`config.mk`:
```
export PLATFORM = sky130hd
export DESIGN_NAME = irq_prio_mask
export DESIGN_NICKNAME = d
export VERILOG_FILES = /design/src/rtl/irqm_pkg.sv /design/src/rtl/irqm_ext_fold.sv /design/src/rtl/irqm_mask.sv /design/src/rtl/irqm_out_reg.sv /design/src/rtl/irq_prio_mask.sv
export SDC_FILE = /design/constraint.sdc
export NUM_CORES = 1
export LEC_CHECK = 0
export BUFFER_PORTS_ARGS = -buffer_cell sky130_fd_sc_hd__buf_2
export CAP_MARGIN = 30
export CORE_AREA = 2 2 43 75
export CTS_CLUSTER_DIAMETER = 120
export DETAILED_ROUTE_END_ITERATION = 16
export DIE_AREA = 0 0 45 77
export PLACE_DENSITY = 0.86
export SLEW_MARGIN = 20
export SYNTH_ARGS = -nofsm -noshare
export SYNTH_HDL_FRONTEND = slang
export SYNTH_SLANG_ARGS = --single-unit
```
`constraint.sdc`:
```
create_clock -name clk -period 1.4 [get_ports clk]
set_input_delay 0.28 -clock clk [delete_from_list [all_inputs] [get_ports clk]]
set_output_delay 0.28 -clock clk [all_outputs]
set_load 0.02 [all_outputs]
```
`src/rtl/irqm_pkg.sv`:
```
package irqm_pkg;
  // Default geometry shared by the masker and its bench
  localparam int DEF_NUM_LEVELS = 16;
  localparam int DEF_EXT_SRCS   = 16;
  localparam int DEF_TT_W       = 8;
  localparam int DEF_TT_BASE    = 16;

  // Selects whether the extended-source fold stage is built
  typedef enum logic {
    FOLD_OFF = 1'b0,
    FOLD_ON  = 1'b1
  } fold_mode_e;
endpackage

```
`src/rtl/irqm_ext_fold.sv`:
```
module irqm_ext_fold #(
  parameter int EXT_SRCS = 16,
  parameter int LVL_W    = 4,
  parameter int REQ_W    = 15,
  parameter int SRC_BASE = 16,
  parameter int ID_W     = 5
) (
  input  logic                clk,
  input  logic                rst_n,
  input  logic [EXT_SRCS-1:0] ext_req,
  input  logic [LVL_W-1:0]    ext_level,
  input  logic                ext_ack,
  output logic [REQ_W-1:0]    fold_vec,
  output logic                ext_vld,
  output logic [ID_W-1:0]     ext_src
);
  localparam int IDX_W = (EXT_SRCS > 1) ? $clog2(EXT_SRCS) : 1;

  logic             any_ext;
  logic [IDX_W-1:0] low_idx;

  assign any_ext = |ext_req;

  // Lowest-numbered pending source: scan downward so the last hit wins
  always_comb begin
    low_idx = '0;
    for (int i = EXT_SRCS - 1; i >= 0; i--) begin
      if (ext_req[i]) low_idx = IDX_W'(i);
    end
  end

  // Shared level: only levels 1..REQ_W-1 may be the fold target
  for (genvar j = 0; j < REQ_W; j++) begin : g_fold
    if (j < REQ_W - 1) begin : g_act
      assign fold_vec[j] = any_ext && (ext_level == LVL_W'(j + 1));
    end else begin : g_top
      assign fold_vec[j] = 1'b0;
    end
  end

  // Identifier register: capture when empty, hold until acknowledged
  always_ff @(posedge clk or negedge rst_n) begin
    if (!rst_n) begin
      ext_vld <= 1'b0;
      ext_src <= '0;
    end else if (ext_ack) begin
      ext_vld <= 1'b0;
      ext_src <= '0;
    end else if (!ext_vld && any_ext) begin
      ext_vld <= 1'b1;
      ext_src <= ID_W'(SRC_BASE) + ID_W'(low_idx);
    end
  end
endmodule

```
`src/rtl/irqm_mask.sv`:
```
module irqm_mask #(
  parameter int LVL_W = 4,
  parameter int REQ_W = 15
) (
  input  logic [REQ_W-1:0] req_vec,
  input  logic [LVL_W-1:0] cur_level,
  input  logic             trap_en,
  output logic             take,
  output logic [LVL_W-1:0] take_level
);
  logic [REQ_W-1:0] eligible;

  // Top level ignores the current level; all obey trap enable
  for (genvar j = 0; j < REQ_W; j++) begin : g_elig
    if (j == REQ_W - 1) begin : g_nmi
      assign eligible[j] = trap_en && req_vec[j];
    end else begin : g_mask
      assign eligible[j] = trap_en && req_vec[j] && (int'(cur_level) < j + 1);
    end
  end

  // Highest eligible level: scan upward so the last hit wins
  always_comb begin
    take_level = '0;
    for (int j = 0; j < REQ_W; j++) begin
      if (eligible[j]) take_level = LVL_W'(j + 1);
    end
  end

  assign take = |eligible;
endmodule

```
`src/rtl/irqm_out_reg.sv`:
```
module irqm_out_reg #(
  parameter int LVL_W   = 4,
  parameter int TT_W    = 8,
  parameter int TT_BASE = 16
) (
  input  logic             clk,
  input  logic             rst_n,
  input  logic             take,
  input  logic [LVL_W-1:0] take_level,
  output logic             irq_valid,
  output logic [LVL_W-1:0] irq_level,
  output logic [TT_W-1:0]  irq_tt
);
  always_ff @(posedge clk or negedge rst_n) begin
    if (!rst_n) begin
      irq_valid <= 1'b0;
      irq_level <= '0;
      irq_tt    <= '0;
    end else if (take) begin
      irq_valid <= 1'b1;
      irq_level <= take_level;
      irq_tt    <= TT_W'(TT_BASE) + TT_W'(take_level);
    end else begin
      irq_valid <= 1'b0;
      irq_level <= '0;
      irq_tt    <= '0;
    end
  end
endmodule

```
`src/rtl/irq_prio_mask.sv`:
```
module irq_prio_mask
  import irqm_pkg::*;
#(
  parameter int         NUM_LEVELS = DEF_NUM_LEVELS,
  parameter int         EXT_SRCS   = DEF_EXT_SRCS,
  parameter int         TT_W       = DEF_TT_W,
  parameter int         TT_BASE    = DEF_TT_BASE,
  parameter fold_mode_e FOLD       = FOLD_ON,
  localparam int        LVL_W      = $clog2(NUM_LEVELS),
  localparam int        REQ_W      = NUM_LEVELS - 1,
  localparam int        ID_W       = $clog2(NUM_LEVELS + EXT_SRCS)
) (
  input  logic                clk,
  input  logic                rst_n,
  input  logic [REQ_W-1:0]    irq_req,
  input  logic [LVL_W-1:0]    cur_level,
  input  logic                trap_en,
  input  logic [EXT_SRCS-1:0] ext_req,
  input  logic [LVL_W-1:0]    ext_level,
  input  logic                ext_ack,
  output logic                irq_valid,
  output logic [LVL_W-1:0]    irq_level,
  output logic [TT_W-1:0]     irq_tt,
  output logic                ext_vld,
  output logic [ID_W-1:0]     ext_src
);
  logic [REQ_W-1:0] fold_vec;
  logic [REQ_W-1:0] req_vec;
  logic             take;
  logic [LVL_W-1:0] take_level;

  if (FOLD == FOLD_ON) begin : g_ext
    irqm_ext_fold #(
      .EXT_SRCS (EXT_SRCS),
      .LVL_W    (LVL_W),
      .REQ_W    (REQ_W),
      .SRC_BASE (NUM_LEVELS),
      .ID_W     (ID_W)
    ) u_fold (
      .clk       (clk),
      .rst_n     (rst_n),
      .ext_req   (ext_req),
      .ext_level (ext_level),
      .ext_ack   (ext_ack),
      .fold_vec  (fold_vec),
      .ext_vld   (ext_vld),
      .ext_src   (ext_src)
    );
  end else begin : g_noext
    assign fold_vec = '0;
    assign ext_vld  = 1'b0;
    assign ext_src  = '0;
  end

  assign req_vec = irq_req | fold_vec;

  irqm_mask #(
    .LVL_W (LVL_W),
    .REQ_W (REQ_W)
  ) u_mask (
    .req_vec    (req_vec),
    .cur_level  (cur_level),
    .trap_en    (trap_en),
    .take       (take),
    .take_level (take_level)
  );

  irqm_out_reg #(
    .LVL_W   (LVL_W),
    .TT_W    (TT_W),
    .TT_BASE (TT_BASE)
  ) u_out (
    .clk        (clk),
    .rst_n      (rst_n),
    .take       (take),
    .take_level (take_level),
    .irq_valid  (irq_valid),
    .irq_level  (irq_level),
    .irq_tt     (irq_tt)
  );
endmodule

```
# Word-level counts from Yosys, hierarchy flattened
# Index checks and enable logic that the tools add are counted.
dict set report op_classes {
  n_addsub 2
  n_lt_le_gt_ge 14
  n_eq_ne 14
  n_mux 38
  n_bitwise 1
  n_reduce_logical 48
}
# cell count
set op_table {}
lappend op_table {{two-way mux 4 bit} 25}
lappend op_table {{logical AND 1 bit} 44}
lappend op_table {{equality test 4 bit (second input constant)} 7}
lappend op_table {{less-than comparator 4 bit (second input constant)} 7}
lappend op_table {{equality test 4 x 3 -> 1 bit (second input constant)} 4}
lappend op_table {{less-than comparator 4 x 3 -> 1 bit (second input constant)} 4}
lappend op_table {{OR reduction 16 bit} 1}
lappend op_table {{OR 15 x 14 -> 15 bit} 1}
lappend op_table {{OR reduction 15 bit} 1}
lappend op_table {{two-way mux 3 bit} 4}
lappend op_table {{two-way mux 5 bit} 2}
lappend op_table {{equality test 4 x 2 -> 1 bit (second input constant)} 2}
lappend op_table {{less-than comparator 4 x 2 -> 1 bit (second input constant)} 2}
lappend op_table {{two-way mux 8 bit} 1}
lappend op_table {{adder 5 x 4 -> 6 bit (first input constant)} 1}
lappend op_table {{adder 5 x 4 -> 5 bit (first input constant)} 1}
lappend op_table {{equality test 4 x 1 -> 1 bit (second input constant)} 1}
lappend op_table {{less-than comparator 4 x 1 -> 1 bit (second input constant)} 1}
lappend op_table {{two-way mux 1 bit} 4}
lappend op_table {{two-way mux 2 bit} 2}
lappend op_table {{nonzero test 2 bit} 1}
lappend op_table {{zero test 1 bit} 1}
dict set report word_totals {
  register_bits 19
  in_bits 43
  output_inout_bits 19
  word_cells 122
}

# Longest topological paths before layout
# Gate-level depths: netlist (run 1).
dict set report depth {
  depth_word 22
  ltp_mapped 7
  mapped_depth_nobuf 6
}

# By module
# From an unflattened synthesis (run 1), not the netlist that was laid out.
dict set report unflattened {
  cells_unflattened 161
  area_unflattened_um2 1194.9
}
# mod instances cells_each area_each_um2 seq_area_each_um2
set modules_own_cells {}
lappend modules_own_cells {irqm_ext_fold 1 70 508.0 125.1}
lappend modules_own_cells {irqm_mask 1 58 379.1 0.0}
lappend modules_own_cells {irqm_out_reg 1 18 214.0 125.1}
lappend modules_own_cells {irq_prio_mask 1 15 93.8 0.0}

# Worst setup path before layout (run 1)
# OpenSTA, ideal clock, no wires.
dict set report synth_timing {
  path_kind {input-to-reg}
  from {input ext_req[3]}
  to {register u_out.irq_tt[4]}
  setup_ps 139
  arrival_time_ps 2009
  t_required_ps 1261
  setup_slack_ps -748
  cell_stages 7
  path_buffers 1
  cell_sequence {nor4_2 > and4_1 > buf_6 > o21ai_4 > a2111oi_4 > nand3_2 > or4b_1}
}
dict set report synth_via {
  word_cells_on_any_way 62
  cone_classes {add/sub: 1; mux: 16; bitwise: 1; reduce/logical: 44}
}
# item line_no
set synth_lines {}
lappend synth_lines {{from (decl)} irq_prio_mask.sv:18} ;# input logic [EXT_SRCS-1:0] ext_req,
lappend synth_lines {{OR reduction 16 bit (*)} irqm_ext_fold.sv:22} ;# assign any_ext = |ext_req;
lappend synth_lines {{logical AND 1 bit} irqm_ext_fold.sv:35} ;# assign fold_vec[j] = any_ext && (ext_level == LVL_W'(j + 1));
lappend synth_lines {{OR 15 x 14 -> 15 bit (*)} irq_prio_mask.sv:55} ;# assign req_vec = irq_req | fold_vec;
lappend synth_lines {{logical AND 1 bit (2 in series)} irqm_mask.sv:18} ;# assign eligible[j] = trap_en && req_vec[j] && (int'(cur_level) < j + 1);
lappend synth_lines {{OR reduction 15 bit (*)} irqm_mask.sv:30} ;# assign take = |eligible;
lappend synth_lines {{named net take} irq_prio_mask.sv:29} ;# logic take;
lappend synth_lines {{two-way mux 8 bit (*)} irqm_out_reg.sv:19} ;# end else if (take) begin
lappend synth_lines {{to (signal assigned)} irqm_out_reg.sv:22} ;# irq_tt <= TT_W'(TT_BASE) + TT_W'(take_level);
lappend synth_lines {{to (decl)} irqm_out_reg.sv:12} ;# output logic [TT_W-1:0] irq_tt
# The timed path passes the listed nets; every way through them passes the cells marked *.
# A chain may end at the register's enable or synchronous reset.

# Worst setup path after layout (run 1)
dict set report layout_timing {
  from {input ext_req[2]}
  to {register u_out.irq_tt[4]}
}
# The elaborated chain is that of the path after synthesis.

==> metrics.csv, run 1 <==
stage,metric,value,unit
status,outcome,"complete, but fails checks",
status,violations in the final reports,setup timing,
synthesis,"EDFF count, synth",0,
grt,aggregate global-route resource usage,31.3,%
synthesis,Syn. warnings,0,
clock_tree,TritonCTS clock tree,done,
timing,setup violators final,8,
timing,endpoints failing hold,0,
placement,post-placement cell count,289,
timing,time the worst path needs with I/O delays and setup,2120,ps
pwr,Clk network pwr share,26.3,%
synthesis,Synth Flop Type,sky130_fd_sc_hd__dfrtp_1,
timing,share of the clock period used by the worst path after layout,152,%
synthesis,flop and latch count out of synthesis,10,
route,vias per inst,6.26,
pwr,proportion of power drawn by combinational gates,50.1,%
pwr,part of the power in registers,23.7,%
synthesis,fraction of the yosys area taken by sequential cells,19.8,%
synthesis,top cell type by total area after synthesis,sky130_fd_sc_hd__dfrtp_1,
route,Routed WL per cell,19.9,µm
route,drc violations,0,
timing,Final Slew Violations,0,
timing,worst rel slew slack,59.9,%
placement,weighted congestion at the end of routability-driven global placement,0.893,
setup_path,Crit Path Max Fanout,8,
pwr,switching power,505,µW
pwr,Pwr per Cell Area,582,nW/µm²
clock_tree,H-tree Lvls,1,
synthesis,count of different cell masters after synthesis,52,
floorplan,starting density of the core,44.2,%
synthesis,"count leader, synth",sky130_fd_sc_hd__nor2_1,
timing,Setup Total Neg Slack,-3150,ps
setup_path,Worst EP required,1500,ps
placement,detailed placement HPWL,3460,µm
placement,count of buffers from port buffering,58,
clock_tree,clk sinks,10,
route,Initial DRC Count,112,
clock_tree,clk slew on worst S/H paths,50,ps
timing,setup slack of the critical path after layout,-721,ps
grt,maximum number of pins on one net before global-route repair,11,
route,number of antenna-violating nets in the routed design,0,
synthesis,"Avg Cell Area, Syn",8.01,µm²
pwr,internal power,891,µW
setup_path,Worst Setup Start Kind,input port,
cells_and_area,"Area growth, synth to finish",89.5,%
setup_path,Crit Path Category,in -> reg,
setup_path,Critical Path End Type,register,
route,total length of routed wires,6160,µm
synthesis,area of the mapped netlist,1260,µm²
clock_tree,root buffer cell,sky130_fd_sc_hd__clkbuf_8,
placement,worst-case setup slack after placement,-1000,ps
pwr,overall power consumption,1.40,mW
synthesis,Mapped Cells,158,
pwr,P_leak,1.09,nW
grt,antenna violations before repair,0,
hold_path,worst min-delay path category,in -> reg,
clock_tree,clock latency at the later pin of the worst-skew pair,240,ps
timing,maximum clock frequency,471,MHz
cells_and_area,ant diodes,0,
floorplan,standard-cell row count,26,
clock_tree,maximum clock insertion buffer count,2,
cells_and_area,number of nets in the finished design,326,
grt,number of global-route vias before repair,1819,
floorplan,horizontal die dimension,45,µm
synthesis,area share of the largest cell type after synthesis,19.8,%
route,Pre-antenna DRT Iters,4,
cells_and_area,post-route insts no fill,310,
setup_path,Worst Path Arrival,2220,ps
floorplan,placeable core area,2860,µm²
synthesis,cell types with the highest counts after synthesis,"sky130_fd_sc_hd__nor2_1, sky130_fd_sc_hd__a21oi_1, sky130_fd_sc_hd__o21ai_0, sky130_fd_sc_hd__dfrtp_1, sky130_fd_sc_hd__buf_4",
grt,overall overflow remaining after global route,0,
timing,Worst-Margin Slew,601,ps
timing,worst clock skew on the final layout,5.15,ps
grt,wire length of the first global-routing pass,8180,µm
floorplan,I/O pin total,62,
pwr,maximum vdd ir drop,0.367,mV
clock_tree,CTS buffer count,3,
timing,RSZ-0062 raised after global routing,true,
synthesis,leading post-synthesis cells by cell area,"sky130_fd_sc_hd__dfrtp_1, sky130_fd_sc_hd__buf_4, sky130_fd_sc_hd__nor4_4",
route,via total after detailed routing,1940,
run,max-cap check violation count,0,
floorplan,overall die height,77,µm
synthesis,fraction of registers with async set or reset after synthesis,100,%
floorplan,area of the die,3470,µm²
cells_and_area,fraction of final layout cells with drive strength greater than 1,61.3,%
pwr,fraction of power spent switching nets,36.2,%
-- worst max-delay path, cell delays in order --
cell and delay [ps]:
sky130_fd_sc_hd__buf_6 100, sky130_fd_sc_hd__nor4_4 330, sky130_fd_sc_hd__and4_4 370, sky130_fd_sc_hd__o21ai_4 90
sky130_fd_sc_hd__a2111oi_4 390, sky130_fd_sc_hd__nand3_2 130, sky130_fd_sc_hd__or4b_1 540
-- kinds of logic (layout without fill, tap and decap cells) --
family	Yosys count	after routing	share of synthesized area [%]
and+or+nand+nor	69	69	34.4
AOI/OAI and AO/OA	59	59	34.4
buffers and inverters	19	141	11.1
DFF	10	10	19.8
other	1	3	0.296
-- cell usage in the layout, fill, tap and decap left out, drive strengths merged, types with 2 or more instances in the layout --
cell | netlist | routed
conb | 1 | 3
o21a | 2 | 2
or4b | 2 | 2
nand3 | 8 | 8
inv | 4 | 4
dfrtp | 10 | 10
o21ai | 15 | 15
nor3 | 8 | 8
o211ai | 3 | 3
nor4 | 5 | 5
buf | 11 | 132
nand4 | 6 | 6
o21bai | 2 | 2
a31oi | 3 | 3
nor2 | 15 | 15
a221oi | 3 | 3
a211oi | 3 | 3
clkbuf | 4 | 4
a22oi | 2 | 2
o31ai | 3 | 3
nor2b | 5 | 5
nand2 | 8 | 8
nand2b | 4 | 4
a22o | 2 | 2
a21oi | 12 | 12
a2111oi | 2 | 2
-- per-layer routing --
layer / vias to the layer above / track usage, % / part of all wire, %
met1: 921 / 30.2 / 32
met4: 0 / 20.6 / 7.2
met2: 121 / 57.6 / 55
met3: 49 / 2.59 / 5.5
met5: - / 0 / 0
li1: 849 / - / -
-- path summary, 6_finish.rpt --
| check | startpoint | end | slack, ps | depth (start not counted) |
|---|---|---|---|---|
| max reg2reg | g_ext.u_fold.ext_src[4] | g_ext.u_fold.ext_src[1] | 270 | 4 |
| min | ext_ack | g_ext.u_fold.ext_src[1] | 310 | 2 |
| min reg2reg | g_ext.u_fold.ext_src[0] | g_ext.u_fold.ext_src[0] | 530 | 2 |
| min in group asynchronous | rst_n | g_ext.u_fold.ext_src[0] | 430 | 2 |
| max | ext_req[2] | u_out.irq_tt[4] | -720 | 7 |
| max in group asynchronous | rst_n | g_ext.u_fold.ext_src[2] | 780 | 2 |
-- through the flow --
stage	hold WS, ps	area (µm²)	util [%]
after floorplan	-15.6	1330	-
after global placement	136	1970	68.8
after detailed placement	139	1970	68.8
after CTS	284	2210	77.1
after global routing	305	2400	83.7
final	311	2400	83.7
-- flip-flops by register name, summed over array words and instances (netlist names) --
signal,flops
g_ext.u_fold.ext_src,5
u_out.irq_level,3
u_out.irq_tt,2
-- power by group through the flow --
stage | clock network (mW) | logic (mW) | registers (mW)
after detailed placement | 0 | 0.544 | 0.332
after floorplan | 0 | 0.258 | 0.365
after global placement | 0 | 0.526 | 0.330
final | 0.367 | 0.699 | 0.330
after CTS | 0.369 | 0.594 | 0.328
after global routing | 0.379 | 0.735 | 0.333
-- layout make-up --
class / count / area (µm²)
multi-input cells: 131 / 1080
repair buffers: 133 / 960
fillers: 163 / 465
flip-flops and latches: 10 / 250
clock buffers: 4 / 55.1
well taps: 28 / 35.0
inverters: 4 / 15.0
-- timing repair --
item,4_1_cts,5_1_grt
endpoints found under the hold margin,10,0
pin swaps,17,20
setup buffers,14,7
endpoints found under the setup margin,7,7
hold buffers,1,0
resized for setup,21,37
Power figures use the tool's default switching activity.
==> run 2: changes to the inputs <==
- REMOVE_ABC_BUFFERS: default -> 1
- clock period: 1.4 -> 2.1 ns (I/O delays scaled with it)
==> metrics.csv, run 2 (synthesis results as in run 1) <==
stage,metric,value,unit,change
setup_path,Worst Path Arrival,2300,ps,+80 ps
cells_and_area,number of nets in the finished design,315,,-3.4%
clock_tree,root buffer cell,sky130_fd_sc_hd__clkbuf_8,,
cells_and_area,highest-count cells in the layout ignoring fill and taps,"sky130_fd_sc_hd__buf_4, sky130_fd_sc_hd__buf_2, sky130_fd_sc_hd__nor2_1, sky130_fd_sc_hd__a21oi_1, sky130_fd_sc_hd__buf_6",,
floorplan,I/O pin total,62,,unchanged
pwr,P_leak,0.978,nW,-10%
timing,Final Slew Violations,0,,unchanged
grt,number of global-route vias before repair,1776,,-2.4%
clock_tree,post-cts hold buffer count,0,,-1
clock_tree,CTS buffer count,3,,unchanged
timing,maximum clock frequency,455,MHz,
timing,RSZ-0062 raised after global routing,true,,
clock_tree,clk sinks,10,,unchanged
timing,share of the clock period used by the worst path after layout,105,%,
clock_tree,clk slew on worst S/H paths,50,ps,about the same
clock_tree,TritonCTS clock tree,done,,
setup_path,Worst EP required,2200,ps,+700 ps
cells_and_area,filler cell count in the final layout,213,,+31%
pwr,Clk network pwr share,27.9,%,+1.6 points
timing,final-layout worst hold slack,33.5,ps,-278 ps
route,drc violations,0,,unchanged
route,Initial DRC Count,38,,-66%
floorplan,area of the die,3470,µm²,unchanged
setup_path,most frequent CP cell,sky130_fd_sc_hd__buf_6,,
setup_path,Critical Path End Type,register,,
cells_and_area,biggest registers after layout,"g_ext.u_fold.ext_src: 5 flops, u_out.irq_level: 3 flops, u_out.irq_tt: 2 flops",,
setup_path,Worst Setup Start Kind,input port,,
grt,aggregate global-route resource usage,28.1,%,-3.2 points
route,via total after detailed routing,1760,,-9.3%
route,Pre-antenna DRT Iters,4,,unchanged
pwr,switching power,288,µW,-43%
status,violations in the final reports,setup timing,,
timing,setup violators final,2,,-6
route,number of antenna-violating nets in the routed design,0,,unchanged
route,vias per inst,5.89,,-5.9%
timing,setup slack of the critical path after layout,-99.8,ps,+621 ps
status,outcome,"complete, but fails checks",,
pwr,fraction of power spent switching nets,34.0,%,-2.1 points
timing,time the worst path needs with I/O delays and setup,2200,ps,
route,Routed WL per cell,16.1,µm,-19%
timing,worst clock skew on the final layout,3.41,ps,-1.74 ps
run,max-cap check violation count,0,,unchanged
setup_path,"critical path, cell by cell",buf_6 -> nor4_4 -> and4_1 -> buf_6 -> o21ai_4 -> a2111oi_4 -> nand3_2 -> or4b_1,,
timing,Worst-Margin Slew,513,ps,-87.2 ps
placement,weighted congestion at the end of routability-driven global placement,0.894,,about the same
route,total length of routed wires,4820,µm,-22%
grt,wire length of the first global-routing pass,7550,µm,-7.8%
timing,endpoints failing hold,0,,unchanged
setup_path,crit path max-delay cell type,sky130_fd_sc_hd__or4b_1,,
floorplan,overall die height,77,µm,unchanged
clock_tree,maximum clock insertion buffer count,2,,unchanged
hold_path,worst min-delay path category,in -> async,,
pwr,maximum vdd ir drop,0.279,mV,-24%
cells_and_area,ant diodes,0,,unchanged
pwr,part of the power in registers,26.0,%,+2.3 points
cells_and_area,register with the most flip-flops,g_ext.u_fold.ext_src,,
cells_and_area,"most common cell after layout, fill and taps aside",sky130_fd_sc_hd__buf_4,,
timing,worst rel slew slack,65.7,%,+5.8 points
cells_and_area,max reg flops,5,,unchanged
placement,detailed placement HPWL,3620,µm,+4.7%
pwr,proportion of power drawn by combinational gates,46.1,%,-4.0 points
setup_path,"Largest stage delay, worst path",510,ps,-30 ps
cells_and_area,fraction of final layout cells with drive strength greater than 1,53.5,%,-7.8 points
placement,count of buffers from port buffering,58,,unchanged
grt,overall overflow remaining after global route,0,,unchanged
floorplan,horizontal die dimension,45,µm,unchanged
grt,antenna violations before repair,0,,unchanged
pwr,internal power,559,µW,-37%
pwr,Pwr per Cell Area,402,nW/µm²,-31%
clock_tree,H-tree Lvls,1,,unchanged
setup_path,Crit Path Max Fanout,8,,unchanged
setup_path,RR Startpoint,g_ext.u_fold.ext_src[4],,
grt,maximum number of pins on one net before global-route repair,11,,unchanged
floorplan,placeable core area,2860,µm²,unchanged
cells_and_area,core utilization of the finished layout,73.6,%,-10 points
clock_tree,clock latency at the later pin of the worst-skew pair,230,ps,about the same
setup_path,start point of the critical path,ext_req[0],,
cells_and_area,"Area growth, synth to finish",66.7,%,
floorplan,standard-cell row count,26,,unchanged
floorplan,starting density of the core,44.2,%,unchanged
setup_path,Crit Path Category,in -> reg,,
## run 2: cell types whose count changed in the layout (fill, tap and decap cells not counted), moves of 3 or more
cell / previous run / this run
sky130_fd_sc_hd__buf_4: 64 / 61
sky130_fd_sc_hd__buf_6: 19 / 11
sky130_fd_sc_hd__nor3_1: 5 / 8
sky130_fd_sc_hd__o21ai_0: 7 / 10
sky130_fd_sc_hd__o21ai_1: 5 / 2
## run 2: layer usage
metal | track usage (%) | wire length (µm) | vias to the layer above
met1 | 28.5 | 1630 | 824
met5 | 0 | 0 | -
li1 | - | - | 827
met4 | 11.5 | 195 | 0
met2 | 52.3 | 2670 | 88
met3 | 4.47 | 320 | 21
## run 2: repair_timing
item	CTS	global route
setup endpoints to repair	4	5
pin swaps	9	1
buffers inserted	11	1
gates resized for setup	16	10
## run 2: through the flow
step	total power, mW	cells	setup slack (ps)	instance area (µm²)	TNS (ps)
floorplan	0.373	145	-285	1150	-285
global placement	0.558	284	-436	1870	-1080
detailed placement	0.570	284	-569	1870	-1680
CTS	0.834	299	-78.4	2080	-106
global route	0.889	299	-182	2110	-375
finish	0.847	299	-99.8	2110	-140
## run 2: path summary, 6_finish.rpt
kind	end	slack, ps	depth (start not counted)
worst max-delay path	u_out.irq_tt[4]	-100	8
worst min-delay path	g_ext.u_fold.ext_src[3]	30	1
worst max register to register	g_ext.u_fold.ext_src[1]	890	4
worst min register to register	g_ext.u_fold.ext_src[0]	540	2
max in group asynchronous	g_ext.u_fold.ext_src[4]	1880	1
min in group clk	g_ext.u_fold.ext_src[1]	430	2
## run 2: cell type report
cell class	count	area, µm²	share of cell area, %
Multi-Input combinational cell	131	921	43.7
Timing Repair Buffer	122	832	39.5
Sequential cell	10	250	11.9
Clock buffer	4	55.1	2.61
Tap cell	28	35.0	1.66
Inverter	4	15.0	0.712
## run 2: worst max-delay path, delay by kind of cell
family                 cells  cell delay (ps)
AOI/OAI and AO/OA          2              450
and+or+nand+nor            4             1170
buffers and inverters      2              250
## run 2: power groups by stage
| stage | logic (mW) | registers (mW) | clock network [mW] |
|---|---|---|---|
| floorplan | 0.112 | 0.261 | 0 |
| global placement | 0.338 | 0.220 | 0 |
| detailed placement | 0.348 | 0.222 | 0 |
| CTS | 0.374 | 0.219 | 0.241 |
| global route | 0.420 | 0.221 | 0.248 |
| finish | 0.390 | 0.220 | 0.237 |
==> run 3: changes to the inputs <==
- SKIP_LAST_GASP: default -> 1
==> metrics.csv, run 3 (synthesis results as in run 1) <==
stage,metric,value,unit,change
status,outcome,"complete, but fails checks",,
status,violations in the final reports,setup timing,,
floorplan,horizontal die dimension,45,µm,unchanged
placement,post-placement cell count,284,,unchanged
grt,maximum number of pins on one net before global-route repair,11,,unchanged
clock_tree,CTS buffer count,3,,unchanged
cells_and_area,filler cell count in the final layout,214,,+0.47%
route,Initial DRC Count,63,,+66%
clock_tree,clk slew on worst S/H paths,50,ps,about the same
timing,time the worst path needs with I/O delays and setup,2190,ps,-6.71 ps
floorplan,placeable core area,2860,µm²,unchanged
timing,Worst-Margin Slew,510,ps,-2.90 ps
timing,maximum clock frequency,456,MHz,+0.31%
timing,RSZ-0062 raised after global routing,true,,
timing,final-layout worst hold slack,30.9,ps,-2.63 ps
clock_tree,H-tree Lvls,1,,unchanged
clock_tree,TritonCTS clock tree,done,,
grt,number of global-route vias before repair,1776,,unchanged
route,total length of routed wires,4810,µm,-0.15%
pwr,maximum vdd ir drop,0.282,mV,+1.1%
grt,aggregate global-route resource usage,28.1,%,unchanged
pwr,overall power consumption,848,µW,+0.17%
clock_tree,maximum clock insertion buffer count,2,,unchanged
route,via total after detailed routing,1761,,+0.057%
route,routed wl met3,319,µm,-0.31%
setup_path,Crit Path Category,in -> reg,,
timing,Final Slew Violations,0,,unchanged
cells_and_area,highest-count cells in the layout ignoring fill and taps,"sky130_fd_sc_hd__buf_4, sky130_fd_sc_hd__buf_2, sky130_fd_sc_hd__nor2_1, sky130_fd_sc_hd__a21oi_1, sky130_fd_sc_hd__o21ai_0",,
hold_path,worst min-delay path category,in -> async,,
setup_path,setup slack on the worst flop-to-flop path,890,ps,about the same
cells_and_area,biggest registers after layout,"g_ext.u_fold.ext_src: 5 flops, u_out.irq_level: 3 flops, u_out.irq_tt: 2 flops",,
setup_path,"Largest stage delay, worst path",510,ps,about the same
cells_and_area,post-route cell area,2100,µm²,-0.24%
setup_path,Worst Path Arrival,2290,ps,about the same
grt,overall overflow remaining after global route,0,,unchanged
placement,worst-case setup slack after placement,-569,ps,unchanged
route,Routed WL per cell,16.1,µm,-0.15%
clock_tree,clk sinks,10,,unchanged
setup_path,Worst EP required,2200,ps,about the same
pwr,Pwr per Cell Area,403,nW/µm²,+0.41%
run,max-cap check violation count,0,,unchanged
route,vias per inst,5.89,,about the same
pwr,P_leak,0.978,nW,about the same
setup_path,most frequent CP cell,sky130_fd_sc_hd__buf_6,,
setup_path,"critical path, cell by cell",buf_6 -> nor4_4 -> and4_1 -> buf_6 -> o21ai_4 -> a2111oi_4 -> nand3_2 -> or4b_1,,
cells_and_area,number of nets in the finished design,315,,unchanged
route,met2 WL post-DR,2660,µm,-0.49%
cells_and_area,fraction of final layout cells with drive strength greater than 1,53.1,%,-0.37 points
cells_and_area,post-route insts no fill,299,,unchanged
cells_and_area,register with the most flip-flops,g_ext.u_fold.ext_src,,
route,number of antenna-violating nets in the routed design,0,,unchanged
route,Metal-1 WL,1650,µm,+1.7%
cells_and_area,"Area growth, synth to finish",66.3,%,
clock_tree,root buffer cell,sky130_fd_sc_hd__clkbuf_8,,
timing,endpoints failing hold,0,,unchanged
grt,wire length of the first global-routing pass,7550,µm,unchanged
placement,count of buffers from port buffering,58,,unchanged
setup_path,Worst Setup Start Kind,input port,,
placement,weighted congestion at the end of routability-driven global placement,0.894,,unchanged
setup_path,Critical Path End Type,register,,
setup_path,Crit Path Max Fanout,8,,unchanged
cells_and_area,max reg flops,5,,unchanged
cells_and_area,"most common cell after layout, fill and taps aside",sky130_fd_sc_hd__buf_4,,
cells_and_area,ant diodes,0,,unchanged
route,uppermost signal routing layer after detailed routing,met4,,
floorplan,standard-cell row count,26,,unchanged
timing,setup slack of the critical path after layout,-93.1,ps,+6.71 ps
route,Pre-antenna DRT Iters,4,,unchanged
timing,share of the clock period used by the worst path after layout,104,%,-0.32 points
floorplan,area of the die,3470,µm²,unchanged
placement,detailed placement HPWL,3620,µm,unchanged
cells_and_area,core utilization of the finished layout,73.5,%,-0.17 points
clock_tree,clock latency at the later pin of the worst-skew pair,230,ps,about the same
floorplan,starting density of the core,44.2,%,unchanged
placement,Post-DP Area,1870,µm²,unchanged
setup_path,crit path max-delay cell type,sky130_fd_sc_hd__or4b_1,,
grt,antenna violations before repair,0,,unchanged
route,drc violations,0,,unchanged
timing,worst rel slew slack,65.9,%,+0.19 points
timing,setup violators final,2,,unchanged
floorplan,overall die height,77,µm,unchanged
timing,Setup Total Neg Slack,-127,ps,+13.4 ps
timing,worst clock skew on the final layout,4.50,ps,+1.10 ps
floorplan,I/O pin total,62,,unchanged
-- run 3: cell counts in the layout (fill, tap and decap cells not counted) --
Identical to the previous run, type by type.
-- run 3: repair_timing --
item	in CTS	in global routing
resized for setup	16	7
pin swaps	9	1
setup buffers	11	1
hold buffers	0	0
setup endpoints to repair	4	5
-- run 3: final cells by class --
cell class	count	area, µm²	area share (%)
clock buffers	4	55.1	2.62
flip-flops and latches	10	250	11.9
well taps	28	35.0	1.67
repair buffers	122	832	39.6
multi-input cells	131	916	43.5
inverters	4	15.0	0.714
-- run 3: final timing paths --
kind | startpoint | endpoint | cells past startpoint
max | ext_req[0] | u_out.irq_tt[4] | 8
min | rst_n | g_ext.u_fold.ext_src[3] | 1
max reg2reg | g_ext.u_fold.ext_src[4] | g_ext.u_fold.ext_src[1] | 4
min reg2reg | g_ext.u_fold.ext_src[1] | g_ext.u_fold.ext_src[1] | 2
max in group asynchronous | rst_n | g_ext.u_fold.ext_src[4] | 1
min in group clk | ext_ack | g_ext.u_fold.ext_src[1] | 2
-- run 3: critical path, delay by kind of cell --
family,cells,cell delay (ps)
AND/OR/NAND/NOR,4,1170
AO/OA/AOI/OAI,2,450
buffers and inverters,2,250
-- run 3: report_power, final --
group,switching [mW],internal [mW]
combinational,0.205,0.184
sequential,0.0102,0.210
clock,0.0747,0.165
-- run 3: metal layers --
layer	vias up	GRT usage (%)
met5	-	0
met4	0	11.5
li1	826	-
met1	822	28.5
met3	19	4.47
met2	94	52.3
